### src/rtl/tmr_pkg.sv
package tmr_pkg;

    // counting source selected by control bits [4:3]
    typedef enum logic [1:0] {
        SRC_OFF   = 2'd0,
        SRC_SYS   = 2'd1,
        SRC_FIXED = 2'd2,
        SRC_RSVD  = 2'd3
    } clk_src_e;

    // prescaler gating state
    typedef enum logic {
        PS_HALTED  = 1'b0,
        PS_RUNNING = 1'b1
    } ps_state_e;

    // register byte offsets
    localparam logic [7:0] OFS_CTRL   = 8'h00;
    localparam logic [7:0] OFS_COUNT  = 8'h04;
    localparam logic [7:0] OFS_MODULO = 8'h08;
    localparam logic [7:0] OFS_START  = 8'h4C;

    // control field positions
    localparam int CTRL_PS_LSB   = 0;
    localparam int CTRL_SRC_LSB  = 3;
    localparam int CTRL_IE_BIT   = 6;
    localparam int CTRL_FLAG_BIT = 7;

endpackage

### src/rtl/tmr_prescaler.sv
module tmr_prescaler
    import tmr_pkg::*;
#(
    parameter int PS_W = 3
) (
    input  logic            clk,
    input  logic            rst_n,
    input  clk_src_e        src_sel,
    input  logic [PS_W-1:0] ps_sel,
    input  logic            fixed_tick,
    output logic            tick
);

    localparam int DIV_W = (1 << PS_W) - 1;

    ps_state_e        state_q, state_d;
    logic [DIV_W-1:0] div_q, div_d, div_lim;
    logic             src_ok, src_en;

    // source decode
    always_comb begin
        src_ok = 1'b0;
        src_en = 1'b0;
        unique case (src_sel)
            SRC_SYS: begin
                src_ok = 1'b1;
                src_en = 1'b1;
            end
            SRC_FIXED: begin
                src_ok = 1'b1;
                src_en = fixed_tick;
            end
            default: begin
                src_ok = 1'b0;
                src_en = 1'b0;
            end
        endcase
    end

    // 2^P - 1, modular so that the largest exponent yields all ones
    assign div_lim = ({{(DIV_W-1){1'b0}}, 1'b1} << ps_sel) - {{(DIV_W-1){1'b0}}, 1'b1};

    // state register
    always_ff @(posedge clk or negedge rst_n) begin
        if (!rst_n) state_q <= PS_HALTED;
        else        state_q <= state_d;
    end

    // next state
    always_comb begin
        state_d = state_q;
        unique case (state_q)
            PS_HALTED:  state_d = src_ok ? PS_RUNNING : PS_HALTED;
            PS_RUNNING: state_d = src_ok ? PS_RUNNING : PS_HALTED;
            default:    state_d = PS_HALTED;
        endcase
    end

    // outputs and divider next value
    always_comb begin
        tick  = 1'b0;
        div_d = div_q;
        unique case (state_q)
            PS_HALTED: begin
                div_d = '0;
            end
            PS_RUNNING: begin
                if (!src_ok) begin
                    div_d = '0;
                end else if (src_en) begin
                    if (div_q >= div_lim) begin
                        tick  = 1'b1;
                        div_d = '0;
                    end else begin
                        div_d = div_q + {{(DIV_W-1){1'b0}}, 1'b1};
                    end
                end
            end
            default: div_d = '0;
        endcase
    end

    always_ff @(posedge clk or negedge rst_n) begin
        if (!rst_n) div_q <= '0;
        else        div_q <= div_d;
    end

endmodule

### src/rtl/tmr_counter.sv
module tmr_counter #(
    parameter int CNT_W = 16
) (
    input  logic             clk,
    input  logic             rst_n,
    input  logic             tick,
    input  logic             load,
    input  logic [CNT_W-1:0] mod_val,
    input  logic [CNT_W-1:0] init_val,
    output logic [CNT_W-1:0] cnt_q,
    output logic             ovf_pulse
);

    logic at_mod;

    assign at_mod    = (cnt_q == mod_val);
    assign ovf_pulse = tick && at_mod && !load;

    always_ff @(posedge clk or negedge rst_n) begin
        if (!rst_n) begin
            cnt_q <= '0;
        end else if (load) begin
            cnt_q <= init_val;
        end else if (tick) begin
            cnt_q <= at_mod ? init_val : cnt_q + {{(CNT_W-1){1'b0}}, 1'b1};
        end
    end

endmodule

### src/rtl/tmr_regfile.sv
module tmr_regfile
    import tmr_pkg::*;
#(
    parameter int CNT_W  = 16,
    parameter int PS_W   = 3,
    parameter int ADDR_W = 8,
    parameter int DATA_W = 32
) (
    input  logic              clk,
    input  logic              rst_n,
    input  logic              reg_wr,
    input  logic [ADDR_W-1:0] reg_addr,
    input  logic [DATA_W-1:0] reg_wdata,
    output logic [DATA_W-1:0] reg_rdata,
    input  logic              ovf_pulse,
    input  logic [CNT_W-1:0]  cnt_val,
    output logic [PS_W-1:0]   ps_sel,
    output clk_src_e          src_sel,
    output logic              irq_en,
    output logic              flag_q,
    output logic [CNT_W-1:0]  mod_q,
    output logic [CNT_W-1:0]  init_q,
    output logic              cnt_load
);

    localparam logic [CNT_W-1:0] MOD_RESET = '1;

    logic sel_ctrl, sel_count, sel_mod, sel_start;
    logic unused_wdata;

    assign sel_ctrl  = (reg_addr == ADDR_W'(OFS_CTRL));
    assign sel_count = (reg_addr == ADDR_W'(OFS_COUNT));
    assign sel_mod   = (reg_addr == ADDR_W'(OFS_MODULO));
    assign sel_start = (reg_addr == ADDR_W'(OFS_START));

    assign cnt_load     = reg_wr && sel_count;
    assign unused_wdata = ^{reg_wdata[DATA_W-1:CNT_W], reg_wdata[5]};

    // control fields
    always_ff @(posedge clk or negedge rst_n) begin
        if (!rst_n) begin
            ps_sel  <= '0;
            src_sel <= SRC_OFF;
            irq_en  <= 1'b0;
        end else if (reg_wr && sel_ctrl) begin
            ps_sel  <= reg_wdata[CTRL_PS_LSB +: PS_W];
            src_sel <= clk_src_e'(reg_wdata[CTRL_SRC_LSB +: 2]);
            irq_en  <= reg_wdata[CTRL_IE_BIT];
        end
    end

    // sticky overflow flag: set beats clear
    always_ff @(posedge clk or negedge rst_n) begin
        if (!rst_n) begin
            flag_q <= 1'b0;
        end else if (ovf_pulse) begin
            flag_q <= 1'b1;
        end else if (reg_wr && sel_ctrl && !reg_wdata[CTRL_FLAG_BIT]) begin
            flag_q <= 1'b0;
        end
    end

    // modulus and start value
    always_ff @(posedge clk or negedge rst_n) begin
        if (!rst_n) begin
            mod_q  <= MOD_RESET;
            init_q <= '0;
        end else if (reg_wr) begin
            if (sel_mod)   mod_q  <= reg_wdata[CNT_W-1:0];
            if (sel_start) init_q <= reg_wdata[CNT_W-1:0];
        end
    end

    // read mux
    always_comb begin
        reg_rdata = '0;
        if (sel_ctrl) begin
            reg_rdata[CTRL_PS_LSB +: PS_W] = ps_sel;
            reg_rdata[CTRL_SRC_LSB +: 2]   = src_sel;
            reg_rdata[CTRL_IE_BIT]         = irq_en;
            reg_rdata[CTRL_FLAG_BIT]       = flag_q;
        end else if (sel_count) begin
            reg_rdata = DATA_W'(cnt_val);
        end else if (sel_mod) begin
            reg_rdata = DATA_W'(mod_q);
        end else if (sel_start) begin
            reg_rdata = DATA_W'(init_q);
        end
    end

endmodule

### src/rtl/tick_modulo_timer.sv
module tick_modulo_timer
    import tmr_pkg::*;
#(
    parameter int CNT_W  = 16,
    parameter int PS_W   = 3,
    parameter int ADDR_W = 8,
    parameter int DATA_W = 32
) (
    input  logic              clk,
    input  logic              rst_n,
    input  logic              reg_wr,
    input  logic [ADDR_W-1:0] reg_addr,
    input  logic [DATA_W-1:0] reg_wdata,
    output logic [DATA_W-1:0] reg_rdata,
    input  logic              fixed_tick,
    output logic              irq
);

    logic [PS_W-1:0]  ps_sel;
    clk_src_e         src_sel;
    logic             irq_en;
    logic             flag_q;
    logic [CNT_W-1:0] mod_q;
    logic [CNT_W-1:0] init_q;
    logic [CNT_W-1:0] cnt_q;
    logic             cnt_load;
    logic             presc_tick;
    logic             ovf_pulse;

    tmr_regfile #(
        .CNT_W (CNT_W),
        .PS_W  (PS_W),
        .ADDR_W(ADDR_W),
        .DATA_W(DATA_W)
    ) u_regs (
        .clk      (clk),
        .rst_n    (rst_n),
        .reg_wr   (reg_wr),
        .reg_addr (reg_addr),
        .reg_wdata(reg_wdata),
        .reg_rdata(reg_rdata),
        .ovf_pulse(ovf_pulse),
        .cnt_val  (cnt_q),
        .ps_sel   (ps_sel),
        .src_sel  (src_sel),
        .irq_en   (irq_en),
        .flag_q   (flag_q),
        .mod_q    (mod_q),
        .init_q   (init_q),
        .cnt_load (cnt_load)
    );

    tmr_prescaler #(
        .PS_W(PS_W)
    ) u_presc (
        .clk       (clk),
        .rst_n     (rst_n),
        .src_sel   (src_sel),
        .ps_sel    (ps_sel),
        .fixed_tick(fixed_tick),
        .tick      (presc_tick)
    );

    tmr_counter #(
        .CNT_W(CNT_W)
    ) u_cnt (
        .clk      (clk),
        .rst_n    (rst_n),
        .tick     (presc_tick),
        .load     (cnt_load),
        .mod_val  (mod_q),
        .init_val (init_q),
        .cnt_q    (cnt_q),
        .ovf_pulse(ovf_pulse)
    );

    assign irq = flag_q & irq_en;

endmodule

### config.mk
export PLATFORM = sky130hd
export DESIGN_NAME = tick_modulo_timer
export DESIGN_NICKNAME = d
export VERILOG_FILES = /design/src/rtl/tmr_pkg.sv /design/src/rtl/tmr_prescaler.sv /design/src/rtl/tmr_counter.sv /design/src/rtl/tmr_regfile.sv /design/src/rtl/tick_modulo_timer.sv
export SDC_FILE = /design/constraint.sdc
export NUM_CORES = 1
export LEC_CHECK = 0
export ABC_CLOCK_PERIOD_IN_PS = 6940
export BUFFER_PORTS_ARGS = -buffer_cell sky130_fd_sc_hd__buf_2
export CAP_MARGIN = 20
export CORE_UTILIZATION = 39
export DETAILED_ROUTE_END_ITERATION = 6
export PLACE_DENSITY_LB_ADDON = 0.3
export SLEW_MARGIN = 20
export SYNTH_ARGS = -nofsm -noshare
export SYNTH_HDL_FRONTEND = slang
export SYNTH_SLANG_ARGS = --single-unit
### constraint.sdc
create_clock -name clk -period 6.94 [get_ports clk]
set_input_delay 0.694 -clock clk [delete_from_list [all_inputs] [get_ports clk]]
set_output_delay 0.694 -clock clk [all_outputs]
set_load 0.03 [all_outputs]
==> results of run 1 <==
-- logic make-up (layout without fill, tap and decap cells) --
logic type                 count (synthesis)  in the layout  share of synthesized area
other                                      1             16                   0.000980
DFF                                       63             63                      0.417
AOI/OAI and AO/OA                         78             78                      0.141
muxes                                     42             42                      0.132
buffers and inverters                     42             74                     0.0605
and+or+nand+nor                          126            126                      0.174
adders and majority gates                 11             11                     0.0360
xor gates and xnor gates                  17             17                     0.0389
-- power groups by stage --
| stage | logic (mW) | clock network [mW] | registers, mW |
|---|---|---|---|
| after floorplan | 0.0560 | 0 | 0.401 |
| after global placement | 0.0723 | 0 | 0.406 |
| after detailed placement | 0.0741 | 0 | 0.407 |
| after CTS | 0.0746 | 0.308 | 0.400 |
| after global routing | 0.0818 | 0.326 | 0.403 |
| final | 0.0736 | 0.301 | 0.401 |
-- flip-flops by register name, indices dropped and copies added, names as in the netlist --
signal           flops
u_cnt.cnt_q         16
u_presc.div_q        7
u_presc.state_q      1
u_regs.flag_q        1
u_regs.init_q       16
u_regs.irq_en        1
u_regs.mod_q        16
u_regs.ps_sel        3
u_regs.src_sel       2
-- worst max-delay path, delay by kind of cell --
family	cells	cell delay, ns
AND/OR/NAND/NOR	4	1.82
AO/OA/AOI/OAI	1	0.21
buffers and inverters	2	0.30
-- layout make-up --
class / count / area, um2
fill: 926 / 5080
multi-input combinational: 290 / 2060
sequential: 63 / 1600
timing repair buffer: 48 / 250
clock buffer: 13 / 169
tap: 129 / 161
inverter: 10 / 37.5
clock inverter: 3 / 17.5
-- cells in the mapped netlist (3+ instances only) --
| cell | n | area (um2) |
|---|---|---|
| a211oi_1 | 3 | 22.5 |
| a21oi_1 | 14 | 70.1 |
| a222oi_1 | 9 | 90.1 |
| a22oi_1 | 9 | 67.6 |
| a31oi_1 | 4 | 25.0 |
| and2_1 | 8 | 50.1 |
| and3_1 | 5 | 31.3 |
| buf_2 | 5 | 25.0 |
| buf_4 | 16 | 120 |
| clkbuf_1 | 10 | 37.5 |
| dfrtp_1 | 47 | 1180 |
| dfstp_2 | 16 | 420 |
| ha_1 | 11 | 138 |
| inv_1 | 10 | 37.5 |
| mux2_2 | 28 | 315 |
| mux2_4 | 10 | 150 |
| mux2i_1 | 4 | 40.0 |
| nand2_1 | 48 | 180 |
| nand3_1 | 17 | 85.1 |
| nand4_1 | 8 | 50.1 |
| nor2_1 | 14 | 52.6 |
| nor2b_1 | 4 | 25.0 |
| nor3_1 | 5 | 25.0 |
| nor4_1 | 3 | 18.8 |
| o21ai_0 | 19 | 95.1 |
| o22ai_1 | 4 | 25.0 |
| xnor2_1 | 16 | 140 |
-- cells in the final DEF (no fill, tap or decap), drive strengths merged, types with 13 or more instances in the layout --
cell / count
clkbuf: 13
mux2: 38
conb: 16
buf: 48
dfrtp: 47
nor2: 14
dfstp: 16
nand3: 17
xnor2: 16
o21ai: 19
a21oi: 14
nand2: 50
-- layer usage --
layer	wire length, um	track usage	vias to the layer above
li1	-	-	1448
met1	4450	0.276	1520
met2	4240	0.306	104
met3	508	0.0437	8
met4	101	0.0713	0
met5	0	0	-
-- how the worst max path moves through the flow --
stage,endpoint,cells past startpoint,from
floorplan,reg_rdata[3],6,reg_addr[1]
global placement,reg_rdata[12],7,reg_addr[1]
detailed placement,reg_rdata[2],7,reg_addr[1]
CTS,reg_rdata[2],7,reg_addr[1]
global route,reg_rdata[1],7,reg_addr[1]
finish,reg_rdata[1],7,reg_addr[1]
==> out/summary.txt, run 1 <==
R2R depth = 8
First-pass GRT wire length = 15,500 um
Grt ovf = 0
Initial DRC Count = 186
Place WS = 3.22 ns
Fmax = 0.268 GHz
# diodes = 0
RSZ-0062 raised after global routing = false
R2R setup slack = 4.02 ns
WHS = 0.510 ns
Data required, critical path = 6.25 ns
Synth Instances = 380
Final hold violation count = 0
Most frequent cell on the critical path = buf_2
CTS tree = built
Initial antenna violation count = 0
Max Slew Vio Count = 0
Ys flop type = dfrtp_1
Status = completed
Sequential share of power = 0.517
RePlAce Congestion = 0.919
Worst-Skew Late Latency = 0.35 ns
Worst vdd ir = 0.0000927 V
Final Cycle Share = 0.537
Skew final = 0.0127 ns
Synth cell types = 54
Leakage power = 2.07 nW
EDFF count, synth = 0
H-tree lvl count = 3
Clock power frac = 0.388
Fin nets = 477
DP HPWL = 6470 um
CTS Buffer Depth = 2
Placed Area = 4100 um2
Die width = 101 um
Rel. slew slack = 0.317
Port Buf Inserts = 44
Synthesized area = 3830 um2
Synthesis-to-finish area growth = 12.0%
Setup crit end kind = output pin
Vias in the first global route = 3,060
Critical path data arrival time = 3.03 ns
Critical R2R Launch = u_regs.ps_sel[2]
Max stage delay on crit path = 0.74 ns
Largest net degree at the start of global routing = 64
Mean post-synth cell area = 10.1 um2
Hold_buf cts = 0
Seq cells post-synth = 63
Drt wl/cell = 16.7 um
Post-Layout Inst Area = 4290 um2
Core area = 9370 um2
Final setup fails = 0
Post-Layout Cell Count = 556
Sw frac = 0.261
Synth warn = 0
Pwr Total = 0.775 mW
Actual slew at the worst max-slew pin = 1.02 ns
Minimum clock period = 3.73 ns
Clock root buffer = clkbuf_8
Hold Crit Class = in2async
Vias/cell = 5.54
Final core occ = 0.458
DRC viols = 0
Die area = 10,200 um2
Initial Utilization = 0.408
Worst-path cell chain = buf_2 > or4_4 > or3_4 > nor3b_4 > a222oi_1 > nand2_1 > buf_2
FP Rows = 35
Int Pwr = 0.572 mW
# clock sinks = 63
Gr usage total = 0.199
Post-synthesis sequential area ratio = 0.417
Crit-path slowest cell = nor3b_4
Layout cells sized above 1 = 0.297
Max-Cap Viols = 0
Die Ht = 101 um
P_sw = 0.203 mW
Gate power share = 0.095
Reg clk slew, reported paths = 0.06 ns
# resized after CTS = 0
Post-CTS Setup Inserts = 0
Async S/R FF share, synth = 1.00
Reg2reg end = u_cnt.cnt_q[14]
Final worst slack = 3.21 ns
Final wirelength = 9290 um
Fin Setup TNS = 0 ns
Routed Antenna Nets = 0
I/O pins = 77
Pwr per Cell Area = 181 nW/um2
Crit start category = primary input
Via Count = 3,080
First-pass iteration count of the detailed router = 5
Dpl cells = 540
Worst Path Max Fanout = 17
Setup CP Type = in2out
CTS buffer count = 9
Power figures use the tool's default switching activity.
==> run 2, diff against run 1 <==
--- a/config.mk
+++ b/config.mk
@@ -5,7 +5,7 @@
 export SDC_FILE = /design/constraint.sdc
 export NUM_CORES = 1
 export LEC_CHECK = 0
-export ABC_CLOCK_PERIOD_IN_PS = 6940
+export ABC_CLOCK_PERIOD_IN_PS = 3080
 export BUFFER_PORTS_ARGS = -buffer_cell sky130_fd_sc_hd__buf_2
 export CAP_MARGIN = 20
 export CORE_UTILIZATION = 39
==> constraint.sdc (replaced) <==
create_clock -name clk -period 3.08 [get_ports clk]
set_input_delay 0.308 -clock clk [delete_from_list [all_inputs] [get_ports clk]]
set_output_delay 0.308 -clock clk [all_outputs]
set_load 0.03 [all_outputs]
==> run 2 against run 1 <==
Effect of this change: setup slack worse by 2.8 ns; clock skew is 0.0027 ns lower; sequential power is 130% higher; die area stayed put; largest cell class unchanged; utilization is 1.7 points higher; total power grew to 2.6 times the previous value; largest power group is now clock; worst hold slack worse by 0.30 ns; clock-buffer cell count is 2 lower; flip-flop and latch count stayed put; critical path type is now reg2reg.
==> out/summary.txt, run 2 (synthesized netlist as in run 1, its figures left out) <==
Skew final = 0.0100 ns
Leakage power = 2.16 nW
Worst Path Buf+Inv = 0
Fmax = 0.372 GHz
Register Area = 1600 um2
Initial DRC Count = 259
Port Buf Inserts = 44
Die area = 10,200 um2
Gr usage total = 0.199
Routed Antenna Nets = 0
CTS Buffer Depth = 2
Vias in the first global route = 3,032
Vias/cell = 5.49
Worst vdd ir = 0.000209 V
Largest delay contributor family on the critical path = compound AO/OA/AOI/OAI gates
FP Rows = 35
Initial Utilization = 0.408
WHS = 0.210 ns
Status = completed
Crit path from = u_regs.ps_sel[2]
Crit-path slowest cell = dfrtp_1
Final wirelength = 9350 um
Final worst slack = 0.389 ns
Final setup fails = 0
RSZ-0062 raised after global routing = false
I/O pins = 77
Pwr Total = 1.99 mW
Die width = 101 um
Biggest regs = u_cnt.cnt_q: 16 flops, u_regs.init_q: 16 flops, u_regs.mod_q: 16 flops
Worst Path Max Fanout = 9
Max stage delay on crit path = 0.50 ns
Data required, critical path = 3.32 ns
CTS buffer count = 9
Clock root buffer = clkbuf_8
CTS tree = built
Critical path data arrival time = 2.93 ns
Critical R2R Launch = u_regs.ps_sel[2]
Fin Setup TNS = 0 ns
Worst-Skew Late Latency = 0.34 ns
Minimum clock period = 2.69 ns
# clock sinks = 63
R2R setup slack = 0.39 ns
First-pass iteration count of the detailed router = 5
Crit path capture = u_cnt.cnt_q[8]
Post-Layout Inst Area = 4450 um2
Final Cycle Share = 0.874
Critical path depth = 8
Synthesis-to-finish area growth = 16.3%
Initial antenna violation count = 0
Via Count = 3,120
Reg2reg end = u_cnt.cnt_q[8]
Final core occ = 0.475
Fin nets = 489
Placed Area = 4180 um2
Core area = 9370 um2
DRC viols = 0
Actual slew at the worst max-slew pin = 0.636 ns
Max Slew Vio Count = 0
# diodes = 0
Worst-path cell chain = o21ai_0 > ha_1 > a21o_1 > a221o_1 > a31oi_1 > nor2_1 > and3_1 > a211oi_1
RePlAce Congestion = 0.938
Area of the multi-input gates = 2060 um2
Place WS = 0.433 ns
Most frequent cells in the layout = nand2_1 (48), dfrtp_1 (47), buf_2 (44), mux2_2 (28), o21ai_0 (19)
Commonest non-fill, non-tap cell in the layout = nand2_1
Hold Crit Class = in2reg
Pwr per Cell Area = 447 nW/um2
H-tree lvl count = 3
R2R depth = 8
Dpl cells = 551
DP HPWL = 6810 um
Die Ht = 101 um
Reg clk slew, reported paths = 0.08 ns
Final hold violation count = 0
First-pass GRT wire length = 15,600 um
# resized after CTS = 0
Layout cells sized above 1 = 0.319
FILL cells = 913
Setup CP Type = reg2reg
Max-Cap Viols = 0
Post-Layout Cell Count = 568
Largest net degree at the start of global routing = 30
Crit start category = register
Grt ovf = 0
Setup crit end kind = register
Drt wl/cell = 16.5 um
Rel. slew slack = 0.576
-- run 2: cell types whose count changed in the layout (fill, tap and decap cells not counted), sizes merged --
cell and change:
bufinv +3, clkinvlp -1, dlygate4sd3 +1, clkbuf -2, buf +11
-- run 2: how the worst min path moves through the flow --
stage,from,end,slack [ns],depth (start not counted)
2_1_floorplan,rst_n,u_cnt.cnt_q[0],0.01,0
4_1_cts,reg_wdata[14],u_regs.mod_q[14],0.20,2
6_report,reg_wdata[14],u_regs.mod_q[14],0.21,2
5_1_grt,reg_wdata[14],u_regs.init_q[14],0.19,2
3_5_place_dp,rst_n,u_regs.src_sel[1],0.20,1
3_3_place_gp,rst_n,u_regs.src_sel[0],0.20,1
-- run 2: final cells by class --
type                            instances  area share
Clock buffer                           11      0.0340
Inverter                               10     0.00843
Sequential cell                        63       0.359
Timing Repair Buffer                   60      0.0770
Clock inverter                          5      0.0233
Tap cell                              129      0.0363
Multi-Input combinational cell        290       0.462
-- run 2: worst register-to-register path, cell delays in order (launching register included) --
cell and delay, ns:
dfrtp_1 0.50, o21ai_0 0.15, ha_1 0.30, a21o_1 0.18, a221o_1 0.36, a31oi_1 0.40, nor2_1 0.20, and3_1 0.24
a211oi_1 0.27
-- run 2: report_power, final --
| group | total (mW) | internal (mW) | switching, mW |
|---|---|---|---|
| Clock | 0.918 | 0.582 | 0.336 |
| Combinational | 0.167 | 0.0685 | 0.0985 |
| Sequential | 0.903 | 0.867 | 0.0363 |
| Total | 1.99 | 1.52 | 0.471 |
-- run 2: repair_timing --
item	CTS	global route
endpoints found under the hold margin	10	0
setup buffers	0	0
hold buffers	1	0
-- run 2: per-layer routing --
layer / routed length (um) / vias up / share of wire / GRT usage
li1: - / 1471 / - / -
met1: 4570 / 1526 / 0.49 / 0.289
met2: 4160 / 113 / 0.44 / 0.295
met3: 539 / 10 / 0.058 / 0.0437
met4: 86 / 0 / 0.0092 / 0.0624
met5: 0 / - / 0 / 0
